[config.mk]
export PLATFORM = sky130hd
export DESIGN_NAME = midi_stream_parser
export DESIGN_NICKNAME = d
export VERILOG_FILES = /design/src/rtl/midi_pkg.sv /design/src/rtl/midi_os_tick.sv /design/src/rtl/midi_uart_rx.sv /design/src/rtl/midi_msg_asm.sv /design/src/rtl/midi_stream_parser.sv
export SDC_FILE = /design/constraint.sdc
export NUM_CORES = 1
export LEC_CHECK = 0
export BUFFER_PORTS_ARGS = -buffer_cell sky130_fd_sc_hd__buf_2
export CORE_ASPECT_RATIO = 0.75
export CORE_MARGIN = 3
export CORE_UTILIZATION = 35
export DETAILED_ROUTE_END_ITERATION = 7
export SLEW_MARGIN = 20
export SYNTH_ARGS = -nofsm -noshare
export SYNTH_HDL_FRONTEND = slang
export SYNTH_HIERARCHICAL = 1
export SYNTH_SLANG_ARGS = --single-unit
[constraint.sdc]
create_clock -name clk -period 3 [get_ports clk]
set_input_delay 0 -clock clk [delete_from_list [all_inputs] [get_ports clk]]
set_output_delay 0 -clock clk [all_outputs]
set_load 0.05 [all_outputs]
[src/rtl/midi_pkg.sv]
package midi_pkg;

  localparam int BYTE_W = 8;
  localparam int DATA_W = 7;
  localparam int CHAN_W = 4;
  localparam int KIND_W = 3;

  localparam logic [KIND_W-1:0] KIND_NOTE_OFF = 3'd0;
  localparam logic [KIND_W-1:0] KIND_NOTE_ON  = 3'd1;
  localparam logic [KIND_W-1:0] KIND_PROGRAM  = 3'd4;
  localparam logic [KIND_W-1:0] KIND_CHPRESS  = 3'd5;

  typedef enum logic [2:0] {
    RX_IDLE,
    RX_START,
    RX_DATA,
    RX_STOP,
    RX_HOLD
  } rx_state_t;

  // real-time codes occupy the top eight status values
  function automatic logic is_realtime(input logic [BYTE_W-1:0] b);
    return b[7:3] == 5'b11111;
  endfunction

  // status byte that opens a channel message
  function automatic logic is_channel_status(input logic [BYTE_W-1:0] b);
    return b[7] && (b[6:4] != 3'b111);
  endfunction

  // number of data bytes that complete a channel message
  function automatic logic [1:0] data_len(input logic [BYTE_W-1:0] status);
    return ((status[6:4] == KIND_PROGRAM) || (status[6:4] == KIND_CHPRESS)) ? 2'd1 : 2'd2;
  endfunction

  // reported kind, with zero-velocity note-on folded into note-off
  function automatic logic [KIND_W-1:0] kind_of(input logic [BYTE_W-1:0] status,
                                                input logic [DATA_W-1:0] second);
    if (status[6:4] == KIND_NOTE_ON && second == '0)
      return KIND_NOTE_OFF;
    return status[6:4];
  endfunction

endpackage

[src/rtl/midi_os_tick.sv]
module midi_os_tick #(
  parameter int DIV = 200
) (
  input  logic clk,
  input  logic rst_n,
  output logic tick
);
  localparam int CNT_W = (DIV > 2) ? $clog2(DIV) : 1;
  localparam logic [CNT_W-1:0] LAST = CNT_W'(DIV - 1);

  logic [CNT_W-1:0] cnt;

  always_ff @(posedge clk) begin
    if (!rst_n) begin
      cnt  <= '0;
      tick <= 1'b0;
    end else if (cnt == LAST) begin
      cnt  <= '0;
      tick <= 1'b1;
    end else begin
      cnt  <= cnt + 1'b1;
      tick <= 1'b0;
    end
  end
endmodule

[src/rtl/midi_uart_rx.sv]
module midi_uart_rx
  import midi_pkg::*;
#(
  parameter int OVS       = 16,
  parameter int DATA_BITS = 8
) (
  input  logic              clk,
  input  logic              rst_n,
  input  logic              tick,
  input  logic              line_in,
  output logic              byte_stb,
  output logic [BYTE_W-1:0] byte_dat,
  output logic              frame_err
);
  localparam int OVS_W = $clog2(OVS);
  localparam int BIT_W = $clog2(DATA_BITS);
  localparam logic [OVS_W-1:0] MID  = OVS_W'(OVS / 2 - 1);
  localparam logic [OVS_W-1:0] FULL = OVS_W'(OVS - 1);
  localparam logic [BIT_W-1:0] LAST_BIT = BIT_W'(DATA_BITS - 1);

  logic [1:0]           sync_q;
  logic                 rx_s;
  rx_state_t            state;
  logic [OVS_W-1:0]     os_cnt;
  logic [BIT_W-1:0]     bit_idx;
  logic [DATA_BITS-1:0] shreg;

  assign rx_s = sync_q[1];

  always_ff @(posedge clk) begin
    if (!rst_n) sync_q <= 2'b11;
    else        sync_q <= {sync_q[0], line_in};
  end

  always_ff @(posedge clk) begin
    if (!rst_n) begin
      state     <= RX_IDLE;
      os_cnt    <= '0;
      bit_idx   <= '0;
      shreg     <= '0;
      byte_stb  <= 1'b0;
      byte_dat  <= '0;
      frame_err <= 1'b0;
    end else begin
      byte_stb  <= 1'b0;
      frame_err <= 1'b0;
      case (state)
        RX_IDLE: if (tick && !rx_s) begin
          state  <= RX_START;
          os_cnt <= '0;
        end
        RX_START: if (tick) begin
          if (os_cnt == MID) begin
            os_cnt  <= '0;
            bit_idx <= '0;
            state   <= rx_s ? RX_IDLE : RX_DATA;
          end else begin
            os_cnt <= os_cnt + 1'b1;
          end
        end
        RX_DATA: if (tick) begin
          if (os_cnt == FULL) begin
            os_cnt <= '0;
            shreg  <= {rx_s, shreg[DATA_BITS-1:1]};
            if (bit_idx == LAST_BIT) state <= RX_STOP;
            else                     bit_idx <= bit_idx + 1'b1;
          end else begin
            os_cnt <= os_cnt + 1'b1;
          end
        end
        RX_STOP: if (tick) begin
          if (os_cnt == FULL) begin
            os_cnt <= '0;
            if (rx_s) begin
              byte_stb <= 1'b1;
              byte_dat <= BYTE_W'(shreg);
              state    <= RX_IDLE;
            end else begin
              frame_err <= 1'b1;
              state     <= RX_HOLD;
            end
          end else begin
            os_cnt <= os_cnt + 1'b1;
          end
        end
        RX_HOLD: if (rx_s) state <= RX_IDLE;
        default: state <= RX_IDLE;
      endcase
    end
  end
endmodule

[src/rtl/midi_msg_asm.sv]
module midi_msg_asm
  import midi_pkg::*;
(
  input  logic              clk,
  input  logic              rst_n,
  input  logic              byte_stb,
  input  logic [BYTE_W-1:0] byte_dat,
  output logic              msg_valid,
  output logic [KIND_W-1:0] msg_kind,
  output logic [CHAN_W-1:0] msg_chan,
  output logic [DATA_W-1:0] msg_d1,
  output logic [DATA_W-1:0] msg_d2,
  output logic              rt_valid,
  output logic [BYTE_W-1:0] rt_code,
  output logic              stat_live
);
  logic [BYTE_W-1:0] run_stat;
  logic              have_d1;
  logic [DATA_W-1:0] held_d1;
  logic [DATA_W-1:0] in_val;

  assign in_val = byte_dat[DATA_W-1:0];

  always_ff @(posedge clk) begin
    if (!rst_n) begin
      run_stat  <= '0;
      stat_live <= 1'b0;
      have_d1   <= 1'b0;
      held_d1   <= '0;
      msg_valid <= 1'b0;
      msg_kind  <= '0;
      msg_chan  <= '0;
      msg_d1    <= '0;
      msg_d2    <= '0;
      rt_valid  <= 1'b0;
      rt_code   <= '0;
    end else begin
      msg_valid <= 1'b0;
      rt_valid  <= 1'b0;
      if (byte_stb) begin
        if (is_realtime(byte_dat)) begin
          rt_valid <= 1'b1;
          rt_code  <= byte_dat;
        end else if (byte_dat[7]) begin
          have_d1 <= 1'b0;
          if (is_channel_status(byte_dat)) begin
            run_stat  <= byte_dat;
            stat_live <= 1'b1;
          end else begin
            stat_live <= 1'b0;
          end
        end else if (stat_live) begin
          if (data_len(run_stat) == 2'd1) begin
            msg_valid <= 1'b1;
            msg_kind  <= kind_of(run_stat, '0);
            msg_chan  <= run_stat[CHAN_W-1:0];
            msg_d1    <= in_val;
            msg_d2    <= '0;
          end else if (!have_d1) begin
            held_d1 <= in_val;
            have_d1 <= 1'b1;
          end else begin
            msg_valid <= 1'b1;
            msg_kind  <= kind_of(run_stat, in_val);
            msg_chan  <= run_stat[CHAN_W-1:0];
            msg_d1    <= held_d1;
            msg_d2    <= in_val;
            have_d1   <= 1'b0;
          end
        end
      end
    end
  end
endmodule

[src/rtl/midi_stream_parser.sv]
module midi_stream_parser
  import midi_pkg::*;
#(
  parameter int CLK_HZ    = 100_000_000,
  parameter int BAUD      = 31_250,
  parameter int OVS       = 16,
  parameter int DATA_BITS = 8
) (
  input  logic              clk,
  input  logic              rst_n,
  input  logic              midi_rx,
  output logic              msg_valid,
  output logic [KIND_W-1:0] msg_kind,
  output logic [CHAN_W-1:0] msg_chan,
  output logic [DATA_W-1:0] msg_d1,
  output logic [DATA_W-1:0] msg_d2,
  output logic              rt_valid,
  output logic [BYTE_W-1:0] rt_code,
  output logic              frame_err
);
  localparam int TICK_DIV = (CLK_HZ / (BAUD * OVS) < 2) ? 2 : CLK_HZ / (BAUD * OVS);

  logic              os_tick;
  logic              byte_stb;
  logic [BYTE_W-1:0] byte_dat;
  logic              stat_live;

  midi_os_tick #(.DIV(TICK_DIV)) u_tick (
    .clk   (clk),
    .rst_n (rst_n),
    .tick  (os_tick)
  );

  midi_uart_rx #(.OVS(OVS), .DATA_BITS(DATA_BITS)) u_rx (
    .clk       (clk),
    .rst_n     (rst_n),
    .tick      (os_tick),
    .line_in   (midi_rx),
    .byte_stb  (byte_stb),
    .byte_dat  (byte_dat),
    .frame_err (frame_err)
  );

  midi_msg_asm u_asm (
    .clk       (clk),
    .rst_n     (rst_n),
    .byte_stb  (byte_stb),
    .byte_dat  (byte_dat),
    .msg_valid (msg_valid),
    .msg_kind  (msg_kind),
    .msg_chan  (msg_chan),
    .msg_d1    (msg_d1),
    .msg_d2    (msg_d2),
    .rt_valid  (rt_valid),
    .rt_code   (rt_code),
    .stat_live (stat_live)
  );
endmodule

After elaboration in Yosys (flattened, before gate mapping)

Index checks and enable logic that the tools add are counted.

Add/subtract/negate cells: 3
Multiply operators: 0
Div/mod/pow operators: 0
Magnitude comparators: 0
Equal/unequal tests: 26
Shift-type cells: 0
Mux-type cells: 63
Bitwise logic cells: 7
Reduce and logical (&&, ||, !) cells: 27

Operators with widths:

| kind                                                   | count |
|---|---|
| 2-to-1 mux 3 bit                                       | 21 |
| 2-to-1 mux 4 bit                                       | 7 |
| 2-to-1 mux 7 bit                                       | 4 |
| 2-to-1 mux 1 bit                                       | 26 |
| AND reduction 4 bit                                    | 5 |
| case mux 3 bit (5 select lines)                        | 1 |
| inequality test 2 x 1 -> 1 bit (second input constant) | 7 |
| equality test 3 bit (second input constant)            | 4 |
| case mux 4 bit (3 select lines)                        | 1 |
| AND reduction 6 bit                                    | 2 |
| inequality test 2 bit (second input constant)          | 5 |
| AND reduction 9 bit                                    | 1 |
| adder 8 x 1 -> 8 bit (second input constant)           | 1 |
| equality test 8 bit (second input constant)            | 1 |
| zero test 7 bit                                        | 1 |
| NOT 1 bit                                              | 7 |
| equality test 3 x 1 -> 1 bit (second input constant)   | 2 |
| equality test 3 x 2 -> 1 bit (second input constant)   | 2 |
| case mux 3 bit (2 select lines)                        | 1 |
| AND reduction 3 bit                                    | 2 |
| nonzero test 2 bit                                     | 3 |
| equality test 5 bit (second input constant)            | 1 |
| AND reduction 5 bit                                    | 1 |
| OR reduction 5 bit                                     | 1 |
| 14 further kinds                                       | 19 |

Bits in registers: 86
Latch bits: 0
RAM bits: 0
Memory bits (read-only): 0
Memories: 0

Logic depth before layout (Yosys ltp)

Depth after elaboration: 13
Depth in mapped cells: 7
Depth with buffers taken out: 6

By module

Netlist, hierarchy kept.

By module, submodules not included:

| module       | instances | cells each | area each (µm²) | seq. area each (µm²) |
|---|---|---|---|---|
| midi_msg_asm | 1         | 189        | 1853.0          | 940.9 |
| midi_uart_rx | 1         | 142        | 1325.0          | 600.6 |
| midi_os_tick | 1         | 42         | 407.9           | 180.2 |

Worst setup path after synthesis

OpenSTA, ideal clock, no wires.

Path type: register to register
Start: register u_rx.bit_idx[0]
End: register u_rx.bit_idx[0]
Library setup time: 0.070 ns
Arrival time: 1.583 ns
Data required time: 2.930 ns
Setup slack: 1.347 ns
Stages on the path, launching flop included: 7
Path buffers: 0
Clock period less this slack: 1.653 ns
Cell sequence: dfxtp_1 > ha_1 > ha_1 > and4bb_4 > o21ai_2 > or4_1 > a21boi_1

Cells in the longest elaborated chain, start to end: 5
Elaborated cells between the ends (all ways): 8
Those cells by class: add/sub: 1; eq/ne: 2; mux: 4; reduce/logical: 1

RTL lines:

| element                         | line               | source |
|---|---|---|
| start, declared                 | midi_uart_rx.sv:25 | `logic [BIT_W-1:0] bit_idx;` |
| start signal, assigned          | midi_uart_rx.sv:66 | `else bit_idx <= bit_idx + 1'b1;` |
| adder 3 x 1 -> 3 bit            | midi_uart_rx.sv:66 |  |
| 2-to-1 mux 3 bit                | midi_uart_rx.sv:65 | `if (bit_idx == LAST_BIT) state <= RX_STOP;` |
| 2-to-1 mux 3 bit                | midi_uart_rx.sv:62 | `if (os_cnt == FULL) begin` |
| 2-to-1 mux 3 bit                | midi_uart_rx.sv:61 | `RX_DATA: if (tick) begin` |
| case mux 3 bit (2 select lines) | midi_uart_rx.sv:47 | `case (state)` |

Parallel ways exist; a longest one is shown, timed or not. The select of a mux whose other input is x is not followed.
A chain may end at the register's enable or synchronous reset.

Worst setup path after layout

Start: register u_asm.run_stat[5]
End: register u_asm.msg_d1[3]

Cells in the longest elaborated chain, start to end: 6
Elaborated cells between the ends (all ways): 8
Those cells by class: eq/ne: 3; mux: 2; reduce/logical: 3

RTL lines:

| element                              | line               | source |
|---|---|---|
| start, declared                      | midi_msg_asm.sv:17 | `logic [BYTE_W-1:0] run_stat;` |
| start signal, assigned               | midi_msg_asm.sv:47 | `run_stat <= byte_dat;` |
| equality test 3 bit                  | midi_pkg.sv:33     | `return ((status[6:4] == KIND_PROGRAM) \|\| (status[6:4] == KIND_CHPRESS)) ? 2'd1 : 2'd2;` |
| logical OR 1 bit (*)                 | midi_pkg.sv:33     |  |
| 2-to-1 mux 2 bit (*)                 | midi_pkg.sv:33     |  |
| equality test 2 x 1 -> 1 bit (*)     | midi_msg_asm.sv:53 | `if (data_len(run_stat) == 2'd1) begin` |
| nonzero test 2 bit (no source line)  | -                  |  |
| AND reduction 5 bit (no source line) | -                  |  |
| end signal, assigned                 | midi_msg_asm.sv:57 | `msg_d1 <= in_val;` |
| end signal, assigned                 | midi_msg_asm.sv:66 | `msg_d1 <= held_d1;` |
| end, declared                        | midi_msg_asm.sv:11 | `output logic [DATA_W-1:0] msg_d1,` |

Every way passes the cells marked *; elsewhere a longest branch is shown, timed or not.

==> results.yml <==
power_and_ir_drop:
  p_seq_frac: 0.455
  internal-power_uw: 2070
  p_leak_uw: 0.00167
  switching_power_uw: 468
  power_density_nw_per_um2: 602
  clock_power_share: 0.530
  ir_worst_vdd_mv: 0.332
  switching_share: 0.185
  comb_power_share: 0.015
layout:
  fin_area_sq_um: 4210
  final-instance-count-excl-fill: 535
  drive_gt1_frac: 0.156
  num_antenna_cells: 0
  n_fill_cell: 996
  areaGrowthSynthToFinish_pct: 17.4
  fin_nets: 406
clock_tree:
  clk_path_buf_depth: 2
  cts_tree: "done"
  cts_setup_buffers: 0
  clkLatencyLatePin_ns: 0.33
  htree_levels: 3
  postCtsResizedCells: 0
  cts_buffers: 9
  ctsRootBufferMaster: "clkbuf_16"
  clock_sinks: 86
  clkSlewWorstSetupHoldPaths_ns: 0.07
synthesis:
  syn_inst: 373
  synth_commonest_cells: "dfxtp_1 (86), nand2_1 (51), nand3_1 (32), nor2b_1 (27), mux2i_1 (23)"
  synth_top_cell_area_share: 0.480
  ys_seq_area_frac: 0.480
  ys_seq_elements: 86
  yosysMostFrequentCell: "dfxtp_1"
  avgSynthCellArea_sq_um: 9.61
  synthesis.nets: 381
  synth_warnings: 6
  synthTopCellsByArea: "dfxtp_1 (48%), mux2i_1 (6.4%), nand2_1 (5.3%)"
  ys_types: 55
  yosys.area.top_type: "dfxtp_1"
  synth_ff_type: "dfxtp_1"
  synthArstFlopShare: 0
  netlist_area_sq_um: 3590
  synth-edff-count: 0
floorplanning:
  dieArea_sq_um: 11500
  die_x_um: 123
  start_util: 0.365
  core_area_sq_um: 9810
  io_pins: 35
  chipHeight_um: 93.7
  std_cell_rows: 31
flow_run:
  maxCapViolations: 0
setup_path:
  crit_family: "simple AND/OR/NAND/NOR gates"
  cpPeakStageDelay_ns: 0.47
  crit_type: "flip-flop to flip-flop"
  crit_path_end_kind: "flip-flop"
  cp.required_ns: 3.23
  arrival_ns: 2.11
  start_kind: "flip-flop"
  critPathBufInv: 1
  cp_max_fo: 29
  cpMaxStageDelayCell: "nand2b_1"
  worstPathCellList: "nand2b_1 -> a21oi_2 -> buf_4 -> nand3_1 -> o211a_1"
grt:
  use_met1: 0.191
  grt_first_pass_wirelength_um: 11800
  overflow: 0
  antenna_found_initial: 0
  grt_pass1_vias: 2330
  grt_max_degree: 56
  grtUsageMet2: 0.180
  track_usage: 0.130
  top_usage_layer: "met1"
  grt_util_met3: 0.0397
timing:
  worstMarginPinSlew_ns: 0.859
  post-route-min-period_ns: 1.88
  setup_viol: 0
  hold_viol: 0
  setup_slack_ns: 1.12
  fmax_mhz: 531
  fin_worst_skew_ns: 0.00763
  fin_setup_tns_ns: 0
  relSlewSlack: 0.427
  post-route-period-util: 0.628
  rsz0062_at_grt: "no"
  maxSlewViolCount: 0
detailed_routing:
  drt_iter0_drc: 210
  vias: 2673
  vias_per_cell: 5.00
  drt_wl_total_um: 7070
  ant_nets: 0
  drc: 0
  drt-wirelength-per-cell_um: 13.2
  drtPass1Iterations: 4
run_status:
  status: "completed"
place:
  port_buffers: 34
  dp_cells: 518
  place.detailed.hpwl_um: 4680
  gp_congestion: 0.792
  place_area_sq_um: 3830
  dpl_worst_slack_ns: 1.14
hold_path:
  hold_path_class: "input pin to flip-flop"
-- flip-flops by register name, summed over array words and instances (netlist names), 4 cells and up --
signal          count
u_asm/run_stat      7
u_asm/msg_chan      4
u_asm/held_d1       7
u_rx/os_cnt         4
u_tick/cnt          8
u_asm/msg_d1        7
u_rx/byte_dat       8
u_asm/rt_code       8
u_rx/shreg          8
u_asm/msg_d2        7
-- kinds of logic (layout without fill, tap and decap cells) --
family / count (synthesis) / count (layout) / share of synthesized area
multiplexers: 23 / 23 / 0.0642
buffers and inverters: 25 / 55 / 0.0366
AND/OR/NAND/NOR: 162 / 162 / 0.248
adder cells (fa/ha/maj): 5 / 5 / 0.0174
AO/OA/AOI/OAI: 68 / 68 / 0.144
flip-flops: 86 / 86 / 0.480
XOR/XNOR: 4 / 4 / 0.00977
-- stage by stage --
step / hold WS, ns / utilization / total power [uW]
floorplan: 0.101 / - / 1210
global placement: 0.187 / 0.390 / 1220
detailed placement: 0.192 / 0.390 / 1220
CTS: 0.259 / 0.429 / 2570
global route: 0.303 / 0.429 / 2620
finish: 0.268 / 0.429 / 2530
-- final cells by class --
type / instances / area [sq um] / share of cell area
Inverter: 2 / 7.51 / 0.00178
Clock inverter: 7 / 146 / 0.0348
Clock buffer: 9 / 225 / 0.0535
Multi-Input combinational cell: 262 / 1740 / 0.412
Tap cell: 132 / 165 / 0.0392
Sequential cell: 86 / 1720 / 0.409
Timing Repair Buffer: 37 / 208 / 0.0493
-- power by group through the flow --
stage               sequential, uW  clock, uW  combinational [uW]
floorplan                     1180          0                29.1
global placement              1180          0                38.1
detailed placement            1180          0                38.3
CTS                           1150       1380                39.5
global route                  1150       1430                42.7
finish                        1150       1340                38.8
-- final timing paths --
path / start / end / slack (ns) / cells past startpoint
max reg2reg: u_asm/run_stat[5]$_SDFFE_PN0P_ / u_asm/msg_d1[3]$_SDFFE_PN0P_ / 1.12 / 5
max: u_asm/run_stat[5]$_SDFFE_PN0P_ / u_asm/msg_d1[3]$_SDFFE_PN0P_ / 1.12 / 5
min: rst_n / u_rx/sync_q[0]$_SDFF_PN1_ / 0.27 / 2
min reg2reg: u_rx/sync_q[0]$_SDFF_PN1_ / u_rx/sync_q[1]$_SDFF_PN1_ / 0.42 / 1
-- routing by layer --
layer	vias up	part of all wire
met2	43	0.41
met1	1256	0.54
met5	-	0
li1	1368	-
met3	6	0.041
met4	0	0.011
-- cells in the final DEF (no fill, tap or decap), drive strengths merged, types with 4 or more instances in the layout --
cell and count:
dfxtp 86, nand2 51, buf 36, nand3 33
nor2b 27, mux2i 23, a21boi 18, o21ai 14
clkbuf 9, nor2 9, o21a 7, o211a 7
nand2b 6, a21oi 6, and2 5, ha 5
nor3 5, bufinv 4, a31oi 4, nand4 4
-- repair_timing --
item / 4_1_cts / 5_1_grt
setup endpoints to repair: 0 / 0
endpoints found under the hold margin: 1 / 0
hold buffers: 1 / 0
Power figures use the tool's default switching activity.
